--- src/rtl/btg_pkg.sv ---
package btg_pkg;
    localparam int unsigned DIV_INT_W  = 16;
    localparam int unsigned DIV_FRAC_W = 6;
    localparam int unsigned OS_LO      = 16;
    localparam int unsigned OS_HI      = 8;

    function automatic int unsigned os_factor(input logic hs);
        return hs ? OS_HI : OS_LO;
    endfunction
endpackage

--- src/rtl/btg_div_regs.sv ---
module btg_div_regs #(
    parameter int unsigned INT_W  = btg_pkg::DIV_INT_W,
    parameter int unsigned FRAC_W = btg_pkg::DIV_FRAC_W
) (
    input  logic              clk,
    input  logic              rst_n,
    input  logic              int_wr,
    input  logic [INT_W-1:0]  int_wdata,
    input  logic              frac_wr,
    input  logic [FRAC_W-1:0] frac_wdata,
    input  logic              commit,
    output logic [INT_W-1:0]  act_int,
    output logic [FRAC_W-1:0] act_frac
);
    typedef struct packed {
        logic [INT_W-1:0]  stg_int;
        logic [FRAC_W-1:0] stg_frac;
        logic [INT_W-1:0]  wrk_int;
        logic [FRAC_W-1:0] wrk_frac;
    } regs_t;

    regs_t r_d, r_q;

    always_comb begin
        r_d = r_q;
        if (int_wr)  r_d.stg_int  = int_wdata;
        if (frac_wr) r_d.stg_frac = frac_wdata;
        if (commit) begin
            r_d.wrk_int  = r_q.stg_int;
            r_d.wrk_frac = r_q.stg_frac;
        end
    end

    always_ff @(posedge clk or negedge rst_n) begin
        if (!rst_n) r_q <= '0;
        else        r_q <= r_d;
    end

    assign act_int  = r_q.wrk_int;
    assign act_frac = r_q.wrk_frac;

    // the working divisor moves only on a commit
    assert_hold_until_commit_R2: assert property (@(posedge clk) disable iff (!rst_n)
        !commit |=> ($stable(act_int) && $stable(act_frac)));
endmodule

--- src/rtl/btg_frac_div.sv ---
module btg_frac_div #(
    parameter int unsigned INT_W  = btg_pkg::DIV_INT_W,
    parameter int unsigned FRAC_W = btg_pkg::DIV_FRAC_W
) (
    input  logic              clk,
    input  logic              rst_n,
    input  logic              enable,
    input  logic [INT_W-1:0]  div_int,
    input  logic [FRAC_W-1:0] div_frac,
    output logic              tick
);
    typedef struct packed {
        logic [INT_W-1:0]  cnt;
        logic [FRAC_W-1:0] acc;
        logic              tick;
    } st_t;

    st_t s_d, s_q;
    logic [FRAC_W:0]  sum;
    logic             carry;
    logic [INT_W-1:0] limit;
    logic             run;

    always_comb begin
        sum   = {1'b0, s_q.acc} + {1'b0, div_frac};
        carry = sum[FRAC_W];
        limit = div_int - {{(INT_W-1){1'b0}}, 1'b1} + {{(INT_W-1){1'b0}}, carry};
        run   = enable && (div_int != '0);
        s_d      = s_q;
        s_d.tick = 1'b0;
        if (!run) begin
            s_d.cnt = '0;
            s_d.acc = '0;
        end else if (s_q.cnt >= limit) begin
            s_d.tick = 1'b1;
            s_d.cnt  = '0;
            s_d.acc  = sum[FRAC_W-1:0];
        end else begin
            s_d.cnt = s_q.cnt + {{(INT_W-1){1'b0}}, 1'b1};
        end
    end

    always_ff @(posedge clk or negedge rst_n) begin
        if (!rst_n) s_q <= '0;
        else        s_q <= s_d;
    end

    assign tick = s_q.tick;

    // a zero whole part or a low enable silences the next clock
    assert_no_tick_idle_R4: assert property (@(posedge clk) disable iff (!rst_n)
        (!enable || div_int == '0) |=> !tick);
    // with a period of at least two clocks the tick is one clock wide
    assert_single_pulse_R5: assert property (@(posedge clk) disable iff (!rst_n)
        (tick && div_int > 1 && $stable(div_int)) |=> !tick);
    // the position inside a period never passes the whole part
    assert_period_bound_R3: assert property (@(posedge clk) disable iff (!rst_n)
        (run && $stable(div_int)) |-> (s_q.cnt <= div_int));
endmodule

--- src/rtl/btg_bit_div.sv ---
module btg_bit_div #(
    parameter int unsigned OS_MAX = btg_pkg::OS_LO,
    localparam int unsigned CW = $clog2(OS_MAX)
) (
    input  logic clk,
    input  logic rst_n,
    input  logic enable,
    input  logic hs_sel,
    input  logic tick,
    output logic strobe
);
    typedef struct packed {
        logic [CW-1:0] cnt;
    } bst_t;

    bst_t b_d, b_q;
    logic [CW-1:0] last;
    logic          wrap;

    always_comb begin
        last = CW'(btg_pkg::os_factor(hs_sel) - 1);
        wrap = tick && (b_q.cnt >= last);
        b_d  = b_q;
        if (!enable)    b_d.cnt = '0;
        else if (wrap)  b_d.cnt = '0;
        else if (tick)  b_d.cnt = b_q.cnt + {{(CW-1){1'b0}}, 1'b1};
    end

    always_ff @(posedge clk or negedge rst_n) begin
        if (!rst_n) b_q <= '0;
        else        b_q <= b_d;
    end

    assign strobe = enable && wrap;

    // two bit strobes never fall on adjacent clocks
    assert_strobe_spaced_R6: assert property (@(posedge clk) disable iff (!rst_n)
        strobe |=> !strobe);
    // with enable low no bit strobe is produced
    assert_strobe_off_R7: assert property (@(posedge clk) disable iff (!rst_n)
        !enable |-> !strobe);
endmodule

--- src/rtl/baud_tick_gen.sv ---
module baud_tick_gen #(
    parameter int unsigned INT_W  = btg_pkg::DIV_INT_W,
    parameter int unsigned FRAC_W = btg_pkg::DIV_FRAC_W
) (
    input  logic              clk,
    input  logic              rst_n,
    input  logic              enable,
    input  logic              hs_sel,
    input  logic              int_wr,
    input  logic [INT_W-1:0]  int_wdata,
    input  logic              frac_wr,
    input  logic [FRAC_W-1:0] frac_wdata,
    input  logic              commit,
    output logic              os_tick,
    output logic              bit_strobe
);
    logic [INT_W-1:0]  act_int;
    logic [FRAC_W-1:0] act_frac;

    btg_div_regs #(.INT_W(INT_W), .FRAC_W(FRAC_W)) regs_i (
        .clk(clk), .rst_n(rst_n),
        .int_wr(int_wr), .int_wdata(int_wdata),
        .frac_wr(frac_wr), .frac_wdata(frac_wdata),
        .commit(commit), .act_int(act_int), .act_frac(act_frac)
    );

    btg_frac_div #(.INT_W(INT_W), .FRAC_W(FRAC_W)) frac_i (
        .clk(clk), .rst_n(rst_n), .enable(enable),
        .div_int(act_int), .div_frac(act_frac), .tick(os_tick)
    );

    btg_bit_div #(.OS_MAX(btg_pkg::OS_LO)) bit_i (
        .clk(clk), .rst_n(rst_n), .enable(enable), .hs_sel(hs_sel),
        .tick(os_tick), .strobe(bit_strobe)
    );

    // every bit strobe sits on a tick
    assert_strobe_on_tick_R6: assert property (@(posedge clk) disable iff (!rst_n)
        bit_strobe |-> os_tick);
    // right after reset nothing pulses
    assert_quiet_after_reset_R1: assert property (@(posedge clk) disable iff (!rst_n)
        $rose(rst_n) |-> (!os_tick && !bit_strobe));
endmodule

--- config.mk ---
export PLATFORM = sky130hd
export DESIGN_NAME = baud_tick_gen
export DESIGN_NICKNAME = d
export VERILOG_FILES = /design/src/rtl/btg_pkg.sv /design/src/rtl/btg_div_regs.sv /design/src/rtl/btg_frac_div.sv /design/src/rtl/btg_bit_div.sv /design/src/rtl/baud_tick_gen.sv
export SDC_FILE = /design/constraint.sdc
export NUM_CORES = 1
export LEC_CHECK = 0
export ABC_CLOCK_PERIOD_IN_PS = 4200
export BUFFER_PORTS_ARGS = -buffer_cell sky130_fd_sc_hd__buf_2
export CORE_ASPECT_RATIO = 1.2
export CORE_MARGIN = 4
export CORE_UTILIZATION = 40
export DETAILED_ROUTE_END_ITERATION = 7
export PLACE_DENSITY = 0.64
export RECOVER_POWER = 25
export SLEW_MARGIN = 10
export SYNTH_ARGS = -nofsm -noshare
export SYNTH_HDL_FRONTEND = slang
export SYNTH_SLANG_ARGS = --single-unit
--- constraint.sdc ---
create_clock -name clk -period 4.2 [get_ports clk]
set_input_delay 0.63 -clock clk [delete_from_list [all_inputs] [get_ports clk]]
set_output_delay 0.63 -clock clk [all_outputs]
set_load 0.005 [all_outputs]
# After elaboration in Yosys (flattened, before gate mapping)
# Index checks and enable logic that the tools add are counted.
[word_totals]
regBits = 71
in_bits = 29
out_inout_bits = 2
word_cells = 30
[op_classes]
add_sub_neg = 6
order_cmp = 2
n_eq_ne = 2
muxes = 8
n_reduce_logical = 4
[op_table]
columns = ["operator", "count"]
rows = [
  ["two-way mux 22 bit", 1],
  ["adder 16 x 1 -> 16 bit", 1],
  ["adder 16 x 1 -> 16 bit, second input constant", 1],
  [">= comparator 16 bit", 1],
  ["two-way mux 16 bit", 1],
  ["two-way mux 4 bit", 4],
  ["nonzero test 16 bit", 1],
  ["subtractor 16 x 1 -> 16 bit, second input constant", 1],
  ["adder 6 x 6 -> 7 bit", 1],
  ["two-way mux 7 bit", 1],
  ["adder 4 x 1 -> 4 bit, second input constant", 1],
  [">= comparator 4 bit", 1],
  ["subtractor 4 x 1 -> 4 bit, second input constant", 1],
  ["logical AND 1 bit", 3],
  ["inequality test 3 x 1 -> 1 bit, second input constant", 1],
  ["inequality test 2 bit, second input constant", 1],
  ["two-way mux 1 bit", 1],
]

# Logic depth before layout (Yosys ltp)
# Gate-level depths: netlist of the first run.
[logic_depth]
word_depth = 6
depth_mapped = 20
depth_no_buf = 19

# Hierarchy
# A second synthesis of the first run with hierarchy kept.
[hier_totals]
hier_cells = 346
hier_area_um2 = 4051.4
[modules_own_cells]
columns = ["module", "instances", "cells_each", "area_per_inst_um2", "seq_area_each_um2"]
rows = [
  ["btg_frac_div", 1, 207, 1960.6, 575.6],
  ["btg_div_regs", 1, 115, 1858.0, 1101.1],
  ["btg_bit_div", 1, 24, 232.7, 100.1],
]

# Worst setup path before layout of the first run
# Ideal clock, no wire load.
[synth_timing]
path_type = "register to register"
start = "register regs_i.r_q, in the netlist regs_i.act_frac[0]"
end = "register frac_i.s_q[4] in the netlist's numbering"
setup_time_ns = 0.103
t_arrival_ns = 3.702
required_ns = 4.097
slack_ns = 0.395
path_stages_with_launch = 19
n_path_buf = 0
synth_period_minus_slack_ns = 3.805
cell_sequence = "dfrtp_1 > ha_1 > inv_1 > fa_1 > nor2b_1 > o21a_1 > o21ai_0 > nand2b_1 > a21oi_1 > ha_1 > nand2_4 > or4_4 > xor2_1 > ha_1 > nand4_1 > nor4_2 > a22o_1 > nor2_1 > o41ai_2"
[synth_via]
elab_chain_cells = 4
elab_cells_between_ends = 6
classes_between = "add/sub (2); order compare (1); eq/ne (1); mux (2)"
[synth_rtl]
columns = ["element", "line_no", "source"]
rows = [
  ["from (decl)", "btg_div_regs.sv:22", "regs_t r_d, r_q;"],
  ["from (signal assigned)", "btg_div_regs.sv:36", "else r_q <= r_d;"],
  ["adder 6 x 6 -> 7 bit *", "btg_frac_div.sv:25", "sum = {1'b0, s_q.acc} + {1'b0, div_frac};"],
  ["adder 16 x 1 -> 16 bit", "btg_frac_div.sv:27", "limit = div_int - {{(INT_W-1){1'b0}}, 1'b1} + {{(INT_W-1){1'b0}}, carry};"],
  [">= comparator 16 bit", "btg_frac_div.sv:34", "end else if (s_q.cnt >= limit) begin"],
  ["inequality test 2 bit (no line)", "-", ""],
  ["to (signal assigned)", "btg_frac_div.sv:44", "if (!rst_n) s_q <= '0;"],
  ["to (signal assigned)", "btg_frac_div.sv:45", "else s_q <= s_d;"],
  ["to (decl)", "btg_frac_div.sv:18", "st_t s_d, s_q;"],
]
# Every way passes the cells marked *; elsewhere a longest branch is shown, timed or not. The select of a mux whose other input is x is not followed.
# A chain may end at the register's enable or synchronous reset.

# Final worst setup path of the first run
# Same ends and word-level chain as after synthesis.

==> impl_metrics.ini, run 1 <==
[outcome]
status = finished with violations
violations = max-capacitance violations, max-slew violations

[clock_tree]
clock_latency_ns = 0.35
cts_inserted_buffers = 9
path_clk_slew_ns = 0.07
clk_root_buffer_cell = clkbuf_8
clkSinkCount = 71
h-tree-depth = 3
clock_path_buffers = 2
cts_tree = yes
ctsHoldBuffers = 0

[setup_path]
crit_type = reg2reg
arrival_ns = 4.21
path_buf_inv = 4
cp_slowest_stage_delay_ns = 0.44
r2r_slack_ns = 0.20
startpoint = regs_i.act_frac[0]
end_kind = flop
r2r-end = frac_i.s_q[4]
cp_num_cells = 21
worst-path-max-fanout = 7
path_cells = ha_2 -> inv_1 -> fa_1 -> nor2b_1 -> o21a_1 -> o21ai_2 -> nand2b_1 -> a21oi_2 -> ha_2 -> nand2_4 -> or4_4 -> xor2_1 -> ha_1 -> nand4_1 -> nor4_2 -> buf_4 -> buf_4 -> a22oi_2 -> buf_4 -> nand4_1 -> o41ai_4
cp_slowest_cell = or4_4
cp.required_ns = 4.41
cp_top_family = simple AND/OR/NAND/NOR gates
path_common_cell = buf_4
startpoint_type = flop
ff2ff_path_depth = 21
endpoint = frac_i.s_q[4]
timing.rr.start = regs_i.act_frac[0]

[logic_synthesis]
synth_edf_count = 0
synth_top_area_share = 0.471
yosys.area_share.simple = 0.146
synthArstFlopShare = 1.00
yosysWarningCount = 0
synth_nets = 386
synth_area_per_cell_um2 = 11.5
synth_cell_type_count = 45
synth_compound_area_frac = 0.0790
ys_seq_area_frac = 0.471
synthTopCellsByArea = dfrtp_1 47%, mux2_2 13%, ha_1 9.0%
synth_ff_type = dfrtp_1
synthCells = 329
synth_xor_area_frac = 0.0674
synth.mux.area_fraction = 0.125
synth_top_family_by_area = simple AND/OR/NAND/NOR gates
post-synth-top-area-cell = dfrtp_1
synth_fa_ha_area_frac = 0.0949
syn_area_um2 = 3770
yosys_register_bits = 71

[power]
leakage_uw = 0.00194
comb_power_share = 0.125
p_clk_frac = 0.419
vdd_drop_max_mv = 0.285
intPower_uw = 1320
p_per_area_nw_per_um2 = 393
power_uw = 1730
switchingPower_uw = 410
p_seq_frac = 0.457
p_sw_frac = 0.237

[timing]
fin_skew_ns = 0.00613
fmax_mhz = 250
min_period_ns = 4.00
slew_headroom = -0.558
maxSlewViolCount = 45
final-setup-viol-count = 0
tns_ns = 0
hold_viol_final = 0
tightest_slew_ns = 2.34
post-route-period-util = 0.953

[floorplan]
die_h_um = 114
die_area_um2 = 11000
ios = 31
initial_utilization = 0.413
die_w_um = 96.6
core_area_um2 = 9130
rows = 38

[place]
place_congestion = 0.859
dp.cells = 479
port-buffer-count = 30
dp_hpwl_mm = 5.42

[run]
maxCapViolCount = 1

[global_route]
overflow = 0
grt_pass1_vias = 2679
track_usage = 0.142
grt_max_degree = 45
antenna_found_initial = 0
grt_pass1_wl_mm = 12.6

[min_path]
hp-class = reg2reg
min_path_cells = 2

[finish]
syn2layout_area_growth_pct = 16.8
antenna_cells = 0
post-route-util = 0.482
fin_cells = 498
drive_above_1_share = 0.291
fin_nets = 430

[routing]
drc = 0
vias = 2525
wire_per_inst_um = 14.1
wirelength_mm = 7.04
first_iter_violations = 82
drtPass1Iterations = 4
ant_nets = 0
viasPerCell = 5.07
-- cell usage after synthesis (all sizes together) (3+ instances only) --
master	instances
and3	4
dfrtp	71
o21a	6
xnor2	11
ha	27
nor4	4
xor2	18
nand2	12
a21oi	8
clkbuf	6
nand2b	3
inv	8
nor3	6
nand4	11
nor2	33
nand3	17
a211oi	3
mux2	42
o21ai	14
-- layout by cell type (no fill, tap or decap), types with 3 or more instances in the layout --
cell type / synthesis / layout
dfrtp_1: 71 / 71
mux2_2: 42 / 42
nor2_1: 32 / 32
buf_2: 0 / 26
ha_1: 27 / 25
xor2_1: 18 / 18
nand3_1: 16 / 16
nand4_1: 11 / 11
xnor2_1: 11 / 11
nand2_1: 11 / 11
o21ai_0: 11 / 10
clkbuf_8: 0 / 10
buf_4: 1 / 10
inv_1: 8 / 8
a21oi_1: 8 / 7
o21a_1: 6 / 6
clkbuf_1: 6 / 5
nor3_1: 4 / 4
and3_1: 4 / 4
bufinv_16: 0 / 4
nand2b_1: 3 / 3
a211oi_1: 3 / 3
o21ai_1: 3 / 3
-- sequential cells by signal, indices dropped and copies added (netlist names) --
signal,flops
frac_i.s_q,22
regs_i.r_q,22
regs_i.act_int,16
regs_i.act_frac,6
bit_i.b_q,4
frac_i.tick,1
-- worst reg2reg max path, cell delays in order, from the launching register on --
cell      delay [ns]
dfrtp_1         0.39
ha_2            0.20
inv_1           0.06
fa_1            0.17
nor2b_1         0.07
o21a_1          0.19
o21ai_2         0.13
nand2b_1        0.09
a21oi_2         0.15
ha_2            0.22
nand2_4         0.08
or4_4           0.44
xor2_1          0.17
ha_1            0.31
nand4_1         0.13
nor4_2          0.32
buf_4           0.17
buf_4           0.09
a22oi_2         0.06
buf_4           0.18
nand4_1         0.13
o41ai_4         0.09
-- logic make-up after synthesis --
group | Yosys count
AND/OR/NAND/NOR | 101
flip-flops | 71
AO/OA/AOI/OAI | 43
multiplexers | 42
XOR/XNOR | 29
adder cells (fa/ha/maj) | 28
buffers and inverters | 15
-- layer usage --
metal,share of wire,global-route usage,vias to the layer above
met3,0.030,0.0293,11
met2,0.49,0.237,34
li1,-,-,1265
met1,0.46,0.172,1215
met4,0.021,0.0768,0
met5,0,0,-
-- power groups by stage --
| stage | combinational [uW] | clock [uW] | sequential (uW) |
|---|---|---|---|
| after CTS | 215 | 744 | 790 |
| after global placement | 205 | 0 | 801 |
| after floorplan | 153 | 0 | 787 |
| final | 216 | 724 | 789 |
| after detailed placement | 214 | 0 | 804 |
| after global routing | 246 | 771 | 800 |
-- area by class of cell --
type                    instances  area, um^2
inverters                       8        30.0
well taps                     120         150
clock inverters                 5         129
clock buffers                  11         141
multi-input cells             243        1960
fillers                       865        4720
flip-flops and latches         71        1780
repair buffers                 40         220
-- through the flow --
step | hold WS, ns | cell area [um^2] | worst slack, ns
floorplan | 0.334 | 3770 | 0.395
global placement | 0.464 | 4090 | 0.149
detailed placement | 0.480 | 4090 | -0.0641
CTS | 0.465 | 4370 | 0.0228
global route | 0.494 | 4400 | -0.0464
finish | 0.493 | 4400 | 0.198
-- worst min-delay path by stage --
stage | startpoint | endpoint | slack (ns)
2_1_floorplan | rst_n | bit_i.b_q[0] | 0.33
3_3_place_gp | regs_i.r_q[28] | regs_i.act_int[0] | 0.46
3_5_place_dp | regs_i.r_q[28] | regs_i.act_int[0] | 0.48
4_1_cts | rst_n | regs_i.r_q[39] | 0.47
5_1_grt | frac_wdata[2] | regs_i.r_q[24] | 0.49
6_report | regs_i.r_q[28] | regs_i.act_int[0] | 0.49
-- timing repair --
item                                    CTS  global route
endpoints found under the setup margin    2            22
pin swaps                                 1             8
gates resized for setup                   2             4
buffers inserted                          0             3
Note: power is estimated with default switching activity, not from simulation.
==> inputs of run 2 (changes only) <==
--- a/config.mk
+++ b/config.mk
@@ -5,7 +5,7 @@
 export SDC_FILE = /design/constraint.sdc
 export NUM_CORES = 1
 export LEC_CHECK = 0
-export ABC_CLOCK_PERIOD_IN_PS = 4200
+export ABC_CLOCK_PERIOD_IN_PS = 3800
 export BUFFER_PORTS_ARGS = -buffer_cell sky130_fd_sc_hd__buf_2
 export CORE_ASPECT_RATIO = 1.2
 export CORE_MARGIN = 4
==> constraint.sdc (replaced) <==
create_clock -name clk -period 3.8 [get_ports clk]
set_input_delay 0.57 -clock clk [delete_from_list [all_inputs] [get_ports clk]]
set_output_delay 0.57 -clock clk [all_outputs]
set_load 0.005 [all_outputs]
==> run 2 against run 1 <==
The flow now finishes without violations. Critical path depth is 2 lower. Worst setup slack worse by 0.18 ns. Register-to-register slack worse by 0.18 ns. Largest cell class unchanged. Via count is 2.9% higher. Wire length is 1.1% lower. Utilization is 0.59 points higher. First-iteration DRC count is 8.5% lower. Clock skew hardly changed. Combinational power is 11% higher. Count of clock-buffer cells in the layout is 2 lower.
==> impl_metrics.ini, run 2 (same netlist as run 1, synthesis figures left out) <==
[outcome]
status = completed

[global_route]
grt_max_degree = 51
overflow = 0
track_usage = 0.141
antenna_found_initial = 0
grt_pass1_wl_mm = 12.7
grt_pass1_vias = 2799

[power]
leakage_uw = 0.00197
power_uw = 1700
vdd_drop_max_mv = 0.258
p_clk_frac = 0.345
switchingPower_uw = 455
comb_power_share = 0.141
p_sw_frac = 0.268
p_seq_frac = 0.513
p_per_area_nw_per_um2 = 381
intPower_uw = 1240

[timing]
tightest_slew_ns = 1.18
rsz0062_at_grt = true
maxSlewViolCount = 0
hold_viol_final = 0
min_period_ns = 3.79
final-setup-viol-count = 0
slew_headroom = 0.215
fmax_mhz = 264
post-route-period-util = 0.996
fin_skew_ns = 0.00648

[routing]
wirelength_mm = 6.97
first_iter_violations = 75
vias = 2599
ant_nets = 0
drc = 0
wire_per_inst_um = 13.7
drtPass1Iterations = 4
viasPerCell = 5.12

[floorplan]
die_w_um = 96.6
initial_utilization = 0.413
rows = 38
core_area_um2 = 9130
ios = 31
die_area_um2 = 11000
die_h_um = 114

[min_path]
hp-class = in2async

[setup_path]
worst-path-max-fanout = 6
startpoint_type = flop
arrival_ns = 3.99
end_kind = flop
cp.required_ns = 4.00
crit_type = reg2reg

[clock_tree]
cts_tree = yes
clkSinkCount = 71
clock_latency_ns = 0.35
path_clk_slew_ns = 0.08
clock_path_buffers = 2
h-tree-depth = 3
cts_inserted_buffers = 9
ctsHoldBuffers = 0
clk_root_buffer_cell = clkbuf_8

[finish]
final_cell_mix = 71 x dfrtp_1, 42 x mux2_2, 31 x nor2_1
layout_commonest_cell = dfrtp_1
antenna_cells = 0
drive_above_1_share = 0.335
fin_cells = 508
syn2layout_area_growth_pct = 18.3
fin_nets = 440

[place]
place_congestion = 0.877
dp.cells = 487
dp_hpwl_mm = 5.32
port-buffer-count = 30

[run]
maxCapViolCount = 0
==> run 2: final cells by class <==
type	count	area, um^2
clock buffer	9	124
clock inverter	7	72.6
fill	849	4670
inverter	8	30.0
multi-input combinational	243	1990
sequential	71	1780
tap	120	150
timing repair buffer	50	312
==> run 2: routing by layer <==
metal  global-route usage  part of all wire
met2                0.231              0.48
met4                0.102             0.040
met1                0.173              0.46
met3               0.0165             0.020
met5                    0                 0
==> run 2: final timing paths <==
kind,cells after the start,end,from,slack (ns)
setup / recovery,19,frac_i.s_q[4],frac_i.s_q[1],0.01
hold / removal,1,regs_i.act_int[11],rst_n,0.40
setup reg to reg,19,frac_i.s_q[4],frac_i.s_q[1],0.01
hold reg to reg,2,regs_i.act_frac[1],regs_i.r_q[23],0.49
max in group asynchronous,2,bit_i.b_q[1],rst_n,2.18
min in group clk,2,regs_i.r_q[37],int_wdata[9],0.45
==> run 2: critical path: stages, from the launching register on <==
cell      delay [ns]
dfrtp_1         0.38
ha_2            0.19
inv_2           0.06
fa_2            0.20
nor2b_2         0.05
o21a_1          0.20
o21ai_2         0.13
nand2b_1        0.09
a21oi_2         0.16
ha_2            0.22
nand2_4         0.05
or4_4           0.45
xor2_1          0.16
ha_1            0.32
nand4_1         0.14
or2_1           0.29
o21a_1          0.21
buf_4           0.16
nand4_1         0.11
o41ai_2         0.08
==> run 2: power groups by stage <==
stage	combinational, uW	clock (uW)	sequential, uW
after global placement	233	0	885
final	240	586	872
after floorplan	169	0	870
after CTS	243	609	873
after detailed placement	239	0	887
after global routing	275	635	885
==> run 2: what timing repair did <==
item                                    CTS  global route
pin swaps                                20             7
buffers inserted                          4             3
gates resized for setup                  14             6
endpoints found under the setup margin   23            23
==> run 2: metrics by stage <==
stage	cell area, um^2	setup slack (ns)	utilization	setup TNS, ns	hold WS [ns]
global placement	4170	-0.154	0.456	-1.16	0.464
floorplan	3770	0.0110	-	0	0.274
finish	4460	0.0136	0.488	0	0.400
detailed placement	4170	-0.368	0.456	-4.39	0.467
CTS	4420	-0.0670	0.484	-0.0898	0.161
global route	4460	-0.259	0.488	-3.75	0.439
==> inputs of run 3 (changes only) <==
--- a/config.mk
+++ b/config.mk
@@ -6,14 +6,15 @@
 export NUM_CORES = 1
 export LEC_CHECK = 0
 export ABC_CLOCK_PERIOD_IN_PS = 3800
-export BUFFER_PORTS_ARGS = -buffer_cell sky130_fd_sc_hd__buf_2
 export CORE_ASPECT_RATIO = 1.2
 export CORE_MARGIN = 4
 export CORE_UTILIZATION = 40
 export DETAILED_ROUTE_END_ITERATION = 7
-export PLACE_DENSITY = 0.64
+export DONT_BUFFER_PORTS = 1
+export PLACE_DENSITY = 0.61
 export RECOVER_POWER = 25
 export SLEW_MARGIN = 10
 export SYNTH_ARGS = -nofsm -noshare
 export SYNTH_HDL_FRONTEND = slang
+export SYNTH_HIERARCHICAL = 1
 export SYNTH_SLANG_ARGS = --single-unit
==> constraint.sdc (replaced) <==
create_clock -name clk -period 3.8 [get_ports clk]
set_input_delay 0.76 -clock clk [delete_from_list [all_inputs] [get_ports clk]]
set_output_delay 0.76 -clock clk [all_outputs]
set_load 0.005 [all_outputs]
==> run 3 against run 2 <==
The flow now finishes with violations (negative setup slack). Non-clock buffer count shrank 24. Critical path depth is the same. Worst setup slack lost 0.22 ns. Combinational power increased by 5%. Total power up 14%.
==> impl_metrics.ini, run 3 <==
[routing]
first_iter_violations = 66
ant_nets = 0
drtPass1Iterations = 4
wire_per_inst_um = 13.8
wirelength_mm = 6.66
viasPerCell = 5.01
drc = 0
vias = 2426

[floorplan]
initial_utilization = 0.407
die_area_um2 = 11800
ios = 31
die_w_um = 99.9
core_area_um2 = 9960
die_h_um = 118
rows = 40

[logic_synthesis]
synthTopCellsByCount = 71 x dfrtp_1, 34 x mux2_2, 27 x ha_1
yosysWarningCount = 6
synthArstFlopShare = 1.00
synth_cell_type_count = 52
syn_area_um2 = 4050
synthCells = 346
synth_area_per_cell_um2 = 11.7
synth_nets = 403
ys_seq_area_frac = 0.439
synth_ff_type = dfrtp_1
synth.most_common_cell = dfrtp_1
synthTopCellsByArea = dfrtp_1 44%, mux2_2 9.5%, ha_1 8.3%
synth_top_area_share = 0.439
synth_edf_count = 0
post-synth-top-area-cell = dfrtp_1
yosys_register_bits = 71

[setup_path]
end_kind = flop
arrival_ns = 4.27
crit_type = reg2reg
startpoint_type = flop
cp.required_ns = 4.06
worst-path-max-fanout = 8

[clock_tree]
clock_path_buffers = 2
clk_root_buffer_cell = clkbuf_16
clock_latency_ns = 0.33
cts_inserted_buffers = 9
h-tree-depth = 3
path_clk_slew_ns = 0.06
cts_tree = yes
clkSinkCount = 71

[timing]
setup_ws_ns = -0.206
rsz0062_at_grt = true
min_period_ns = 4.01
tightest_slew_ns = 0.709
final-setup-viol-count = 22
timing.hold.ws_ns = 0.128
fmax_mhz = 250
hold_viol_final = 0
fin_skew_ns = 0.00603
maxSlewViolCount = 0
slew_headroom = 0.523
post-route-period-util = 1.05

[finish]
layout_commonest_cell = dfrtp_1
fin_cells = 484
final_cell_mix = 71 x dfrtp_1, 34 x mux2_2, 24 x nand2_1, 24 x ha_1, 23 x buf_4
syn2layout_area_growth_pct = 13.7
antenna_cells = 0
fin_nets = 410
drive_above_1_share = 0.332

[global_route]
antenna_found_initial = 0
overflow = 0
grt_max_degree = 72
grt_pass1_wl_mm = 12.0
track_usage = 0.127
grt_pass1_vias = 2571

[outcome]
violations = negative setup slack
status = finished with violations

[power]
power_uw = 1940
leakage_uw = 0.00203
intPower_uw = 1480
p_per_area_nw_per_um2 = 420
vdd_drop_max_mv = 0.353
p_clk_frac = 0.421
p_seq_frac = 0.449
switchingPower_uw = 460
p_sw_frac = 0.238
comb_power_share = 0.130

[place]
dp_hpwl_mm = 4.87
place_congestion = 0.823
dp.cells = 466
port-buffer-count = 0

[min_path]
hp-class = in2async

[run]
maxCapViolCount = 0
## run 3: cell types whose count changed in the layout (fill, tap and decap cells not counted), sizes merged, moves of 3 or more
cell,change
buf,-20
xor2,-6
nor2,-4
nand3,-7
nand4,-9
nor2b,+3
o21ai,-6
o21a,-4
nand2,+12
o211ai,+3
mux2i,+7
xnor2,+5
## run 3: metal layers
layer	wire, um	GRT usage	vias up
met5	0	0	-
met4	202	0.0743	0
met3	175	0.0325	13
met2	3170	0.200	31
met1	3110	0.155	1173
li1	-	-	1209
## run 3: kinds of logic (layout without fill, tap and decap cells)
| logic type | after synthesis | count (layout) | synth area share |
|---|---|---|---|
| buf+inv | 40 | 52 | 0.0732 |
| compound gates | 32 | 32 | 0.0556 |
| mux | 51 | 51 | 0.149 |
| xor+xnor | 28 | 28 | 0.0605 |
| fa+ha+maj | 28 | 28 | 0.0883 |
| flops | 71 | 71 | 0.439 |
| simple gates | 96 | 96 | 0.135 |
## run 3: critical path, stage by stage (launching register included)
cell and delay [ns]:
dfrtp_1 0.41, ha_4 0.17, inv_2 0.05, fa_2 0.19
nor2b_1 0.04, o21a_1 0.18, o21ai_2 0.13, nand2_1 0.08
a21oi_2 0.17, ha_2 0.23, nand3_4 0.14, nor4_4 0.21
xnor2_2 0.12, ha_1 0.34, and3_4 0.18, and4_1 0.16
a221o_1 0.34, or4b_4 0.55, buf_12 0.18, nor2_4 0.08
## run 3: power groups by stage
| stage | Combinational [uW] | Sequential (uW) | Clock [uW] |
|---|---|---|---|
| after floorplan | 263 | 853 | 0 |
| after detailed placement | 243 | 883 | 0 |
| after CTS | 251 | 872 | 841 |
| after global routing | 282 | 882 | 870 |
| final | 251 | 870 | 815 |
| after global placement | 237 | 882 | 0 |
## run 3: layout make-up
class                   count  area (um^2)
inverters                  10         37.5
multi-input cells         235         2110
well taps                 126          158
flip-flops and latches     71         1780
clock inverters             5         58.8
fillers                   880         5350
repair buffers             26          231
clock buffers              11          233
## run 3: path summary, 6_finish.rpt
| check | cells past startpoint | from | slack, ns | end |
|---|---|---|---|---|
| setup / recovery | 19 | regs_i/act_frac[0] | -0.21 | frac_i/s_q[19] |
| hold / removal | 0 | rst_n | 0.13 | bit_i/b_q[2] |
| setup reg to reg | 19 | regs_i/act_frac[0] | -0.21 | frac_i/s_q[19] |
| hold reg to reg | 1 | frac_i/s_q[7] | 0.49 | frac_i/s_q[7] |
| max in group asynchronous | 0 | rst_n | 3.55 | regs_i/act_int[9] |
| min in group clk | 1 | frac_i/s_q[7] | 0.49 | frac_i/s_q[7] |
## run 3: what timing repair did
item                                    in CTS  in global routing
resized for setup                            9                  6
hold buffers                                 0                  0
endpoints found under the setup margin      23                 23
cloned                                       1                  0
pin swaps                                   17                  2
buffers inserted                             2                  0
## run 3: per-stage QoR
step                worst slack [ns]  utilization  area, um^2  TNS, ns
floorplan                     -0.261            -        4140    -4.22
global placement              -0.256        0.424        4220    -5.06
detailed placement            -0.348        0.424        4220    -6.69
CTS                           -0.223        0.462        4600    -4.39
global route                  -0.416        0.463        4610    -8.48
finish                        -0.206        0.463        4610    -3.47
